## src/rtl/hsdiv_pkg.sv

```systemverilog
package hsdiv_pkg;
    // Operating mode chosen from the divide word
    typedef enum logic [1:0] {
        MODE_EVEN = 2'd0,
        MODE_ODD  = 2'd1,
        MODE_HALF = 2'd2
    } div_mode_e;
endpackage

```

## src/rtl/hsdiv_decode.sv

```systemverilog
module hsdiv_decode
    import hsdiv_pkg::*;
#(
    parameter int WORD_W = 8
) (
    input  logic [WORD_W-1:0] word,
    output div_mode_e         mode,
    output logic [WORD_W-1:0] last,
    output logic [WORD_W-1:0] lim,
    output logic [WORD_W-1:0] q1_lo,
    output logic [WORD_W-1:0] q1_hi
);
    localparam int CW = WORD_W;

    logic [CW-1:0] n_eff;
    logic          half_eff;

    always_comb begin
        n_eff    = word >> 1;
        half_eff = word[0];
        // factors below two collapse to divide-by-two
        if (n_eff < CW'(2)) begin
            n_eff    = CW'(2);
            half_eff = 1'b0;
        end
        if (half_eff)      mode = MODE_HALF;
        else if (n_eff[0]) mode = MODE_ODD;
        else               mode = MODE_EVEN;

        last  = n_eff - CW'(1);
        lim   = n_eff >> 1;
        q1_lo = '0;
        q1_hi = '0;
        unique case (mode)
            MODE_EVEN: begin
                last = n_eff - CW'(1);
                lim  = n_eff >> 1;
            end
            MODE_ODD: begin
                last  = n_eff - CW'(1);
                lim   = n_eff >> 1;
                q1_lo = (n_eff >> 1) - CW'(1);
                q1_hi = (n_eff >> 1) - CW'(1);
            end
            MODE_HALF: begin
                last  = {n_eff[CW-2:0], 1'b0};
                lim   = (n_eff + CW'(1)) >> 1;
                q1_lo = n_eff;
                q1_hi = n_eff + ((n_eff + CW'(1)) >> 1) - CW'(1);
            end
            default: begin
                last = n_eff - CW'(1);
            end
        endcase
    end
endmodule

```

## src/rtl/hsdiv_rise.sv

```systemverilog
module hsdiv_rise
    import hsdiv_pkg::*;
#(
    parameter int WORD_W = 8
) (
    input  logic              clk,
    input  logic              rst_n,
    input  div_mode_e         mode_d,
    input  logic [WORD_W-1:0] last_d,
    input  logic [WORD_W-1:0] lim_d,
    input  logic [WORD_W-1:0] lo_d,
    input  logic [WORD_W-1:0] hi_d,
    output logic [WORD_W-1:0] cnt_q,
    output div_mode_e         mode_q,
    output logic [WORD_W-1:0] lo_q,
    output logic [WORD_W-1:0] hi_q,
    output logic              q0
);
    localparam int CW = WORD_W;

    logic [CW-1:0] last_q, lim_q;
    logic [CW-1:0] cnt_nx, lim_nx;
    logic          wrap;

    always_comb begin
        wrap   = (cnt_q == last_q);
        cnt_nx = wrap ? '0 : cnt_q + CW'(1);
        lim_nx = wrap ? lim_d : lim_q;
    end

    always_ff @(posedge clk or negedge rst_n) begin
        if (!rst_n) begin
            cnt_q  <= '0;
            last_q <= CW'(1);
            lim_q  <= CW'(1);
            lo_q   <= '0;
            hi_q   <= '0;
            mode_q <= MODE_EVEN;
            q0     <= 1'b0;
        end else begin
            cnt_q <= cnt_nx;
            q0    <= (cnt_nx < lim_nx);
            if (wrap) begin
                last_q <= last_d;
                lim_q  <= lim_d;
                lo_q   <= lo_d;
                hi_q   <= hi_d;
                mode_q <= mode_d;
            end
        end
    end

    AST_CNT_BOUND: assert property (@(posedge clk) disable iff (!rst_n)
        cnt_q <= last_q);
    AST_CNT_ADVANCE: assert property (@(posedge clk) disable iff (!rst_n)
        (cnt_q != last_q) |=> (cnt_q == CW'($past(cnt_q) + CW'(1))));
    AST_CNT_RETURN: assert property (@(posedge clk) disable iff (!rst_n)
        (cnt_q == last_q) |=> (cnt_q == '0));
    AST_LOAD_AT_WRAP: assert property (@(posedge clk) disable iff (!rst_n)
        (last_q != $past(last_q)) |-> ($past(cnt_q) == $past(last_q)));
endmodule

```

## src/rtl/hsdiv_fall.sv

```systemverilog
module hsdiv_fall
    import hsdiv_pkg::*;
#(
    parameter int WORD_W = 8
) (
    input  logic              clk,
    input  logic              rst_n,
    input  logic [WORD_W-1:0] cnt,
    input  div_mode_e         mode,
    input  logic [WORD_W-1:0] lo,
    input  logic [WORD_W-1:0] hi,
    output logic              q1
);
    logic in_win;

    always_comb begin
        in_win = 1'b0;
        unique case (mode)
            MODE_EVEN: in_win = 1'b0;
            MODE_ODD,
            MODE_HALF: in_win = (cnt >= lo) && (cnt <= hi);
            default:   in_win = 1'b0;
        endcase
    end

    always_ff @(negedge clk or negedge rst_n) begin
        if (!rst_n) q1 <= 1'b0;
        else        q1 <= in_win;
    end

    AST_EVEN_NO_STRETCH: assert property (@(posedge clk) disable iff (!rst_n)
        (mode == MODE_EVEN) |-> !q1);
endmodule

```

## src/rtl/hsdiv_top.sv

```systemverilog
module hsdiv_top
    import hsdiv_pkg::*;
#(
    parameter int WORD_W = 8
) (
    input  logic              clk_in,
    input  logic              rst_n,
    input  logic [WORD_W-1:0] div_word,
    output logic              clk_out
);
    div_mode_e         mode_d, mode_q;
    logic [WORD_W-1:0] last_d, lim_d, lo_d, hi_d;
    logic [WORD_W-1:0] cnt_q, lo_q, hi_q;
    logic              q0, q1;

    hsdiv_decode #(.WORD_W(WORD_W)) i_decode (
        .word  (div_word),
        .mode  (mode_d),
        .last  (last_d),
        .lim   (lim_d),
        .q1_lo (lo_d),
        .q1_hi (hi_d)
    );

    hsdiv_rise #(.WORD_W(WORD_W)) i_rise (
        .clk    (clk_in),
        .rst_n  (rst_n),
        .mode_d (mode_d),
        .last_d (last_d),
        .lim_d  (lim_d),
        .lo_d   (lo_d),
        .hi_d   (hi_d),
        .cnt_q  (cnt_q),
        .mode_q (mode_q),
        .lo_q   (lo_q),
        .hi_q   (hi_q),
        .q0     (q0)
    );

    hsdiv_fall #(.WORD_W(WORD_W)) i_fall (
        .clk   (clk_in),
        .rst_n (rst_n),
        .cnt   (cnt_q),
        .mode  (mode_q),
        .lo    (lo_q),
        .hi    (hi_q),
        .q1    (q1)
    );

    assign clk_out = q0 | q1;

    AST_HALF_DISJOINT: assert property (@(posedge clk_in) disable iff (!rst_n)
        (mode_q == MODE_HALF) |-> !(q0 && q1));
    AST_RESET_QUIET: assert property (@(posedge clk_in)
        !rst_n |-> !clk_out);
endmodule

```

## config.mk

```make
export PLATFORM = sky130hd
export DESIGN_NAME = hsdiv_top
export DESIGN_NICKNAME = d
export VERILOG_FILES = /design/src/rtl/hsdiv_pkg.sv /design/src/rtl/hsdiv_decode.sv /design/src/rtl/hsdiv_rise.sv /design/src/rtl/hsdiv_fall.sv /design/src/rtl/hsdiv_top.sv
export SDC_FILE = /design/constraint.sdc
export NUM_CORES = 1
export LEC_CHECK = 0
export BUFFER_PORTS_ARGS = -buffer_cell sky130_fd_sc_hd__clkbuf_2
export CAP_MARGIN = 20
export CORE_MARGIN = 2
export CORE_UTILIZATION = 65
export CTS_CLUSTER_SIZE = 40
export DETAILED_ROUTE_END_ITERATION = 8
export PLACE_DENSITY = 0.83
export SYNTH_ARGS = -nofsm -noshare
export SYNTH_HDL_FRONTEND = slang
export SYNTH_SLANG_ARGS = --single-unit
```

## constraint.sdc

```tcl
create_clock -name clk_in -period 5.1 [get_ports clk_in]
set_input_delay 0.765 -clock clk_in [delete_from_list [all_inputs] [get_ports clk_in]]
set_output_delay 0.765 -clock clk_in [all_outputs]
set_load 0.02 [all_outputs]
```

Word-level counts from Yosys, hierarchy flattened
Index checks and enable logic that the tools add are counted.

storage, ports and cells
  output and inout port bits = 1
  register bits = 44
  input port bits = 10
  word-level logic and storage cells = 37

cells by class
  multiplexer cells = 11
  magnitude comparators = 4
  add/subtract/negate cells = 6
  bitwise operators = 1
  equal/unequal tests = 5
  reductions and logical operators = 2

operators by type and width
  operator             number
  $pmux 8 s2           2
  $mux 8               3
  $add 8x1->8 const B  2
  $sub 8x1->8 const B  2
  $mux 7               2
  $add 8x7->8          1
  $eq 8x8->1           1
  $ge 8x8->1           1
  $le 8x8->1           1
  $lt 8x8->1           1
  $sub 7x1->8 const B  1
  $lt 7x2->1 const B   1
  $eq 2x1->1 const B   2
  $eq 2x2->1 const B   2
  $mux 1               3
  $mux 2               1
  $reduce_or 2->1      1
  $logic_and 1x1->1    1
  $or 1x1->1           1

Depth between registers and ports, before layout
Gate-level depths: netlist of the first run.

  depth in word-level cells = 8
  mapped depth = 18
  gate-level depth less buffers = 17

Hierarchy
A second synthesis of the first run with hierarchy kept.

unflattened totals
  cell total of the unflattened synthesis = 375
  area, all modules = 3577.2 µm²

modules (own cells, without submodules)
  module        times used  sequential area each (µm²)  cells each  area an instance (µm²)
  hsdiv_rise    1           1078.5                      142         2001.9
  hsdiv_decode  1           0.0                         174         1129.8
  hsdiv_fall    1           25.0                        58          439.2
  hsdiv_top     1           0.0                         1           6.3

==> run metrics, run 1 <==
relative max-transition margin=43.8%; antenna diode count=0; Iteration-0 DRC Markers=~230; share of final-layout standard cells stronger than drive strength 1=10.0%; number of synthesized register bits=44; launching element of the worst setup path=i_rise.cnt_q[0]; Mapped Cells=374; RR Startpoint=i_rise.cnt_q[0]; Hold Path Class=flop to flop; CP Launch Type=flop; Top-Level Pins=11; top fanout value on the critical path=6; Net Count, Synth=about 420; portion of total power attributed to the clock network=between 30% and 40%; worst endpoint required time=2710 ps; mapped cell area=3270 um^2; Switching Share=28.9%; Layout Nets=427; cell leakage power=around 1.6 nW; floorplan die area=5620 um^2; Avg Vias per Cell=5.84; fill count=401; DRC viols=0; number of optimization iterations in the first detailed-route pass=5; root buffer cell=sky130_fd_sc_hd__clkbuf_8; global router's overall resource usage=29.5%; critical setup path kind=flop to flop; internal power=around 500 uW; antenna violations before repair=0; summed negative setup slack over all endpoints=0 ps; worst clock skew on the final layout=6.42 ps; part of the power in combinational logic=19.7%; maximum vdd ir drop=0.000141 V; distinct cell type count after synthesis=between 50 and 60; PortBufs=10; library cell with the largest summed area after synthesis=sky130_fd_sc_hd__dfrtp_1; final routed wirelength across all metal layers=7360 um; CTS sink cnt=44; prevailing post-synth register cell=sky130_fd_sc_hd__dfrtp_1; post-synthesis average cell area=between 8 and 9 um^2; setup violation total in the final timing report=0; total power divided by cell area=just over 200 nW/um^2; power consumption=slightly above 700 uW; area overhead of the layout relative to synthesis=4.89%; net switching power figure=204 uW; outcome=complete, no violations; count of endpoints failing hold in the final timing report=0; wire length of the first global-routing pass=12300 um; worst hold start=i_rise.lim_q[7]; register cell area after layout=1100 um^2; pins over their slew limit=0; transition time at the pin with the least slew margin=roughly 840 ps; clock buffer count from CTS=5; reported max-cap violation count=0; number of levels in the clock H-tree=2; total congestion overflow=0; number of core rows=25; final antenna-violating net count=0; Worst Path Arrival=2000 ps; clock latency at the later pin of the worst-skew pair=300 ps; CP endpoint kind=flop; routed vias=2603; area of the multi-input gates=1960 um^2; routed wire length per instance=approximately 17 um; post-CTS sizing=0; Die X=75.0 um; hold buffers post-CTS=0; clock-pin transition on the worst setup and hold timing paths=roughly 80 ps; clock buffer depth=2; weighted congestion reported at the end of routability-driven placement=0.882; count of flip-flops with a built-in enable after synthesis=0; vias in the first global route=2593; Setup Fix Bufs, Post-CTS=0; Post-synth ARST share=100%; share of synthesized area occupied by flip-flops and latches=33.7%; CTS tree=built; share of the core filled with cells in the final layout=71.8%; fraction of power consumed by sequential logic=50.3%; top cells by area in the synthesized netlist=sky130_fd_sc_hd__dfrtp_1, sky130_fd_sc_hd__ha_1, sky130_fd_sc_hd__xnor2_1; placeable core area=between 4000 and 5000 um^2; pin count of the biggest net entering global routing=44; initial core utilization=68.4%; RSZ-0062 raised after global routing=no; count of yosys warnings during synthesis=0; half-perimeter wire length after placement=5590 um; share of the synthesized area in the top cell type=31.3%; die height=75.0 um
logic make-up after synthesis:
logic type / share of synthesized area (%)
adder cells (fa/ha/maj): 15.1
buffers and inverters: 6.38
XOR/XNOR: 9.36
flip-flops: 33.7
AND/OR/NAND/NOR: 15.7
multiplexers: 3.90
AO/OA/AOI/OAI: 15.8
layout by cell type, fill, tap and decap left out, drive strengths merged, types with 5 or more instances in the layout:
| cell type | netlist | final |
|---|---|---|
| a211oi | 6 | 6 |
| xnor2 | 19 | 19 |
| mux2i | 6 | 6 |
| mux2 | 6 | 6 |
| nor3 | 6 | 6 |
| a21oi | 31 | 31 |
| nand3 | 9 | 9 |
| inv | 35 | 35 |
| clkbuf | 8 | 17 |
| dfrtp | 41 | 41 |
| ha | 38 | 38 |
| nand2 | 31 | 31 |
| a21o | 8 | 8 |
| o21ai | 21 | 21 |
| nor2 | 36 | 36 |
| nand4 | 5 | 5 |
| xor2 | 16 | 16 |
| nor4 | 5 | 5 |
flip-flops by register name, summed over array words and instances (netlist names):
signal,flops
i_rise.q0,1
i_fall.q1,1
i_rise.lim_q,8
i_rise.hi_q,8
i_rise.lo_q,8
i_rise.cnt_q,8
i_rise.mode_q,2
i_rise.last_q,8
layout make-up:
type                    count  area share [%]
well taps                  67            2.44
flip-flops and latches     44            32.1
repair buffers             13            2.11
inverters                  35            3.83
clock buffers               7            2.22
multi-input cells         279            57.1
clock inverters             1           0.146
power by group through the flow:
stage	combinational, mW	clock (mW)	sequential (mW)
after floorplan	0.0977	0	0.362
after global placement	0.133	0	0.362
after CTS	0.137	0.216	0.355
after detailed placement	0.136	0	0.362
after global routing	0.156	0.226	0.355
final	0.139	0.212	0.355
metrics by stage:
stage | instance area [um^2] | worst slack [ps] | cells | hold WS (ps)
after global routing | 3430 | 532 | 446 | 505
final | 3430 | 702 | 446 | 482
after CTS | 3430 | 702 | 446 | 483
after global placement | 3350 | 744 | 438 | 454
after detailed placement | 3350 | 558 | 438 | 465
after floorplan | 3270 | 921 | 374 | 433
metal layers:
metal | GRT usage (%) | wire (um) | vias to the layer above
li1 | - | - | 1297
met1 | 40.5 | 3410 | 1227
met2 | 48.6 | 3470 | 72
met3 | 4.15 | 381 | 7
met4 | 8.73 | 98 | 0
met5 | 0 | 0 | -
final timing paths:
check / endpoint / slack [ps] / cells past startpoint
max reg2reg: i_fall.q1 / 700 / 7
max: i_fall.q1 / 700 / 7
min reg2reg: i_rise.lim_q[7] / 480 / 2
min in group asynchronous: i_rise.cnt_q[6] / 570 / 2
max in group asynchronous: i_fall.q1 / 2290 / 1
min: i_rise.lim_q[7] / 480 / 2
cells in the mapped netlist (3+ instances only):
library cell               number
sky130_fd_sc_hd__inv_1         34
sky130_fd_sc_hd__mux2_2         6
sky130_fd_sc_hd__nor3_1         6
sky130_fd_sc_hd__o22ai_1        3
sky130_fd_sc_hd__nor2_1        35
sky130_fd_sc_hd__o21ai_0       18
sky130_fd_sc_hd__xor2_1        16
sky130_fd_sc_hd__nand2_1       31
sky130_fd_sc_hd__dfrtp_1       41
sky130_fd_sc_hd__ha_1          38
sky130_fd_sc_hd__nand4_1        5
sky130_fd_sc_hd__nand3_1        9
sky130_fd_sc_hd__buf_2          5
sky130_fd_sc_hd__a211oi_1       6
sky130_fd_sc_hd__clkbuf_1       8
sky130_fd_sc_hd__xnor2_1       19
sky130_fd_sc_hd__nor4_1         5
sky130_fd_sc_hd__a21oi_1       30
sky130_fd_sc_hd__nor2b_1        4
sky130_fd_sc_hd__mux2i_1        6
sky130_fd_sc_hd__a21o_1         8
sky130_fd_sc_hd__or2_2          4
worst max-delay path, stage by stage, from the launching register on:
cell	delay, ps
sky130_fd_sc_hd__dfrtp_1	460
sky130_fd_sc_hd__inv_1	90
sky130_fd_sc_hd__ha_1	300
sky130_fd_sc_hd__nand2b_1	140
sky130_fd_sc_hd__a21o_1	180
sky130_fd_sc_hd__a211oi_1	270
sky130_fd_sc_hd__o21ai_0	120
sky130_fd_sc_hd__and3_1	150
Power figures use the tool's default switching activity.
==> run 2: changes to the inputs <==
--- a/config.mk
+++ b/config.mk
@@ -12,6 +12,7 @@
 export CTS_CLUSTER_SIZE = 40
 export DETAILED_ROUTE_END_ITERATION = 8
 export PLACE_DENSITY = 0.83
+export RECOVER_POWER = 100
 export SYNTH_ARGS = -nofsm -noshare
 export SYNTH_HDL_FRONTEND = slang
 export SYNTH_SLANG_ARGS = --single-unit
==> run metrics, run 2 (synthesized netlist as in run 1, its figures left out) <==
floorplan die area=5620 um^2 (unchanged); capturing point of the worst reg2reg path=i_fall.q1; Avg Vias per Cell=5.92 (+1.5%); clock buffer count from CTS=5 (unchanged); Hold Path Class=flop to flop; root buffer cell=sky130_fd_sc_hd__clkbuf_8; pin count of the biggest net entering global routing=44 (unchanged); wire length of the first global-routing pass=12300 um (unchanged); DRC viols=0 (unchanged); CTS tree=built; reported max-cap violation count=1 (+1); routed vias=2642 (+1.5%); final worst path period share=roughly 90%; relative max-transition margin=-51.9% (-96 points); total met2 wirelength after detailed routing=3480 um (+0.20%); initial core utilization=68.4% (unchanged); die height=75.0 um (unchanged); CTS sink cnt=44 (unchanged); routed metal-1 wirelength=3390 um (-0.67%); highest routing layer actually used=met4; clock latency at the later pin of the worst-skew pair=300 ps (about the same); RR Startpoint=i_rise.cnt_q[0]; total congestion overflow=0 (unchanged); total power divided by cell area=207 nW/um^2 (+0.67%); worst hold start=i_rise.lim_q[7]; vias in the first global route=2593 (unchanged); Worst Hold Margin=483 ps (+0.630 ps); Max Fclk=224 MHz; met3 wirelength from detailed routing=402 um (+5.5%); count of endpoints failing hold in the final timing report=0 (unchanged); commonest non-fill, non-tap cells in the layout=sky130_fd_sc_hd__dfrtp_1, sky130_fd_sc_hd__ha_1, sky130_fd_sc_hd__nor2_1, sky130_fd_sc_hd__inv_1, sky130_fd_sc_hd__nand2_1; power consumption=707 uW (+0.12%); half-perimeter wire length after placement=5590 um (unchanged); number of optimization iterations in the first detailed-route pass=4 (-1); global router's overall resource usage=29.5% (unchanged); placeable core area=4790 um^2 (unchanged); end point of the worst hold path=i_rise.lim_q[7]; Iteration-0 DRC Markers=220 (-4.8%); CP Launch Type=input port; violations in the final reports=capacitance limit, slew limit; worst clock skew on the final layout=5.79 ps (-0.621 ps); Layout Nets=427 (unchanged); clock buffer depth=2 (unchanged); routed wire length per instance=16.5 um (-0.12%); hold buffers post-CTS=0 (unchanged); critical setup path kind=input port to flop; area overhead of the layout relative to synthesis=4.32%; antenna diode count=0 (unchanged); Setup Fix Bufs, Post-CTS=0 (unchanged); Top-Level Pins=11 (unchanged); pins over their slew limit=44 (+44); top fanout value on the critical path=20 (+14); PortBufs=10 (unchanged); most common cell after layout, fill and taps aside=sky130_fd_sc_hd__dfrtp_1; summed negative setup slack over all endpoints=0 ps (unchanged); cell count of the worst reg-to-reg path=7 (unchanged); flop-to-flop setup slack=700 ps (about the same); CP endpoint kind=flop; maximum vdd ir drop=0.000144 V (+1.8%); minimum setup slack in the final design=632 ps (-70.1 ps); number of levels in the clock H-tree=2 (unchanged); Die X=75.0 um (unchanged); cell leakage power=1.62 nW (-1.2%); transition time at the pin with the least slew margin=2280 ps (+1440 ps); RSZ-0062 raised after global routing=no; final routed wirelength across all metal layers=7350 um (-0.12%); worst endpoint required time=5320 ps (+2610 ps); clock-pin transition on the worst setup and hold timing paths=80 ps (about the same); weighted congestion reported at the end of routability-driven placement=0.882 (unchanged); shortest period the worst path allows=4470 ps; outcome=complete, but fails checks; antenna violations before repair=0 (unchanged); pre-CTS WS=558 ps (unchanged); final antenna-violating net count=0 (unchanged); Hold Crit Depth=2 (unchanged); number of core rows=25 (unchanged); post-CTS sizing=0 (unchanged); Worst Path Arrival=4680 ps (+2680 ps); share of final-layout standard cells stronger than drive strength 1=7.92% (-2.1 points); setup violation total in the final timing report=0 (unchanged)
run 2: routing by layer:
metal  vias up  global-route usage, %
met5         -                      0
met4         0                   8.73
met3         7                   4.15
met2        87                   48.6
met1      1248                   40.5
li1       1300                      -
run 2: metrics by stage:
stage          util (%)  cells  instance area, um^2
3_5_place_dp       70.1    438                 3350
5_1_grt            71.4    446                 3420
2_1_floorplan         -    374                 3270
6_report           71.4    446                 3420
4_1_cts            71.8    446                 3430
3_3_place_gp       70.1    438                 3350
run 2: worst max-delay path, cell delays in order:
cell and delay [ps]:
sky130_fd_sc_hd__clkbuf_1 350, sky130_fd_sc_hd__or4_4 680, sky130_fd_sc_hd__nor2_4 130, sky130_fd_sc_hd__nor2_1 110
sky130_fd_sc_hd__inv_1 150, sky130_fd_sc_hd__ha_1 250, sky130_fd_sc_hd__nand2_1 90, sky130_fd_sc_hd__nor2_1 140
sky130_fd_sc_hd__nand4_1 120, sky130_fd_sc_hd__xnor2_1 280, sky130_fd_sc_hd__mux2i_1 110, sky130_fd_sc_hd__ha_1 340
sky130_fd_sc_hd__a21o_1 180, sky130_fd_sc_hd__a21o_1 170, sky130_fd_sc_hd__a21oi_1 170, sky130_fd_sc_hd__or3b_2 450
sky130_fd_sc_hd__o21ai_0 180
run 2: worst max-delay path by stage:
stage | start | to | depth (start not counted)
5_1_grt | div_word[4] | i_rise.q0 | 17
3_3_place_gp | div_word[4] | i_rise.q0 | 17
6_report | div_word[4] | i_rise.q0 | 17
4_1_cts | i_rise.cnt_q[0] | i_fall.q1 | 7
3_5_place_dp | div_word[4] | i_rise.q0 | 17
2_1_floorplan | i_rise.cnt_q[0] | i_fall.q1 | 7
run 2: area by class of cell:
type                       count  area (um^2)
clock buffer                   7         76.3
clock inverter                 1         5.00
fill                         405         1370
inverter                      35          131
multi-input combinational    279         1960
sequential                    44         1100
tap                           67         83.8
timing repair buffer          13         57.6
run 2: where the power goes:
part	total, mW	internal (mW)	switching [mW]
sequential	0.355	0.353	0.00169
clock	0.214	0.0962	0.118
combinational	0.138	0.0515	0.0862
total	0.707	0.501	0.206
==> run 3: changes to the inputs <==
==> constraint.sdc (replaced) <==
create_clock -name clk_in -period 5.7 [get_ports clk_in]
set_input_delay 0.855 -clock clk_in [delete_from_list [all_inputs] [get_ports clk_in]]
set_output_delay 0.855 -clock clk_in [all_outputs]
set_load 0.02 [all_outputs]
==> run metrics, run 3 (synthesized netlist as in run 1, its figures left out) <==
launching element of the worst setup path=i_fall.q1; Layout Nets=426 (-0.23%); register cell area after layout=1100 um^2 (unchanged); pre-CTS WS=1050 ps (+487 ps); critical-path cell list=or2_2 > clkbuf_1; number of levels in the clock H-tree=2 (unchanged); root buffer cell=sky130_fd_sc_hd__clkbuf_8; Hold Path Class=flop to flop; die height=75.0 um (unchanged); RR Startpoint=i_rise.cnt_q[0]; Setup Fix Bufs, Post-CTS=0 (unchanged); fill count=381 (-5.9%); CP Launch Type=flop; area overhead of the layout relative to synthesis=4.13%; post-route cell area=3410 um^2 (-0.18%); share of the core filled with cells in the final layout=71.2% (-0.13 points); routed metal-1 wirelength=3320 um (-2.2%); placeable core area=4790 um^2 (unchanged); Worst Path Arrival=3950 ps (-730 ps); share of final-layout standard cells stronger than drive strength 1=7.41% (-0.51 points); CP endpoint kind=primary output; count of endpoints failing hold in the final timing report=0 (unchanged); post-CTS sizing=0 (unchanged); flop-to-flop setup slack=1080 ps (+380 ps); vias in the first global route=2480 (-4.4%); final routed wirelength across all metal layers=7250 um (-1.4%); routed wire length per instance=16.3 um (-1.2%); minimum setup slack in the final design=899 ps (+267 ps); half-perimeter wire length after placement=5600 um (+0.13%); clock buffer count from CTS=5 (unchanged); antenna diode count=0 (unchanged); relative max-transition margin=-54.6% (-2.6 points); fin cells=445 (-0.22%); top fanout value on the critical path=1 (-95%); initial core utilization=68.4% (unchanged); pins over their slew limit=44 (unchanged); reported max-cap violation count=1 (unchanged); DRC viols=0 (unchanged); hold buffers post-CTS=0 (unchanged); area of the multi-input gates=1950 um^2 (-0.58%); antenna violations before repair=0 (unchanged); PortBufs=10 (unchanged); violations in the final reports=capacitance limit, slew limit; critical-path cell with the highest stage delay=sky130_fd_sc_hd__dfrtn_1; transition time at the pin with the least slew margin=2320 ps (+39.4 ps); number of placed instances with taps included=437 (-0.23%); outcome=complete, but fails checks; total met2 wirelength after detailed routing=3380 um (-2.8%); global router's overall resource usage=28.4% (-1.1 points); worst clock skew on the final layout=6.28 ps (+0.489 ps); clock latency at the later pin of the worst-skew pair=290 ps (about the same); clock buffer depth=2 (unchanged); capture point of the worst path=clk_out; CTS tree=built; area of placed instances=3350 um^2 (-0.22%); routed vias=2620 (-0.83%); summed negative setup slack over all endpoints=0 ps (unchanged); RSZ-0062 raised after global routing=no; Top-Level Pins=11 (unchanged); met3 wirelength from detailed routing=430 um (+7.0%); Avg Vias per Cell=5.89 (-0.61%); Die X=75.0 um (unchanged); critical setup path kind=flop to primary output; worst stage delay on the critical path=320 ps (-360 ps); total power divided by cell area=187 nW/um^2 (-9.5%); total congestion overflow=0 (unchanged); final antenna-violating net count=0 (unchanged); clock-pin transition on the worst setup and hold timing paths=80 ps (about the same); setup violation total in the final timing report=0 (unchanged); weighted congestion reported at the end of routability-driven placement=0.897 (+1.7%); CTS sink cnt=44 (unchanged); floorplan die area=5620 um^2 (unchanged); number of core rows=25 (unchanged); commonest non-fill, non-tap cells in the layout=sky130_fd_sc_hd__dfrtp_1, sky130_fd_sc_hd__ha_1, sky130_fd_sc_hd__nor2_1; cell leakage power=1.62 nW (about the same); capturing point of the worst reg2reg path=i_fall.q1; maximum vdd ir drop=0.000182 V (+27%); worst endpoint required time=4850 ps (-470 ps); number of optimization iterations in the first detailed-route pass=5 (+1); highest routing layer actually used=met4; wire length of the first global-routing pass=11900 um (-2.6%); most common cell after layout, fill and taps aside=sky130_fd_sc_hd__dfrtp_1; cell count of the worst reg-to-reg path=7 (unchanged); pin count of the biggest net entering global routing=44 (unchanged); Iteration-0 DRC Markers=289 (+31%)
==> run 3: routing by layer <==
layer | GRT usage [%] | vias to the layer above
li1 | - | 1299
met1 | 39.8 | 1227
met2 | 45.1 | 84
met3 | 5.22 | 10
met4 | 8.13 | 0
met5 | 0 | -
==> run 3: cell type report <==
class	instances	area share (%)
multi-input cells	279	57.1
repair buffers	12	1.58
well taps	67	2.46
inverters	35	3.85
clock buffers	8	2.64
flip-flops and latches	44	32.4
==> run 3: metrics by stage <==
step / hold WS [ps] / power (mW)
5_1_grt: 505 / 0.671
6_report: 473 / 0.639
2_1_floorplan: 433 / 0.411
3_5_place_dp: 454 / 0.445
3_3_place_gp: 457 / 0.442
4_1_cts: 472 / 0.642
==> run 3: report_power, final <==
| part | internal [mW] | switching (mW) | leakage, nW |
|---|---|---|---|
| clock network | 0.0989 | 0.0993 | 0.0455 |
| logic | 0.0462 | 0.0765 | 1.08 |
| registers | 0.316 | 0.00151 | 0.500 |
==> run 3: how the worst min path moves through the flow <==
stage                         start              end  depth (start not counted)
floorplan           i_rise.lim_q[7]  i_rise.lim_q[7]                          2
global placement    i_rise.lim_q[7]  i_rise.lim_q[7]                          2
detailed placement  i_rise.lim_q[7]  i_rise.lim_q[7]                          2
CTS                 i_rise.lim_q[7]  i_rise.lim_q[7]                          2
global route        i_rise.lim_q[7]  i_rise.lim_q[7]                          2
finish              i_rise.lim_q[7]  i_rise.lim_q[7]                          2
==> run 3: critical path, delay by kind of cell (launching register included) <==
family	cells	cell delay, ps
DFF	1	320
and+or+nand+nor	1	310
buffers and inverters	1	180
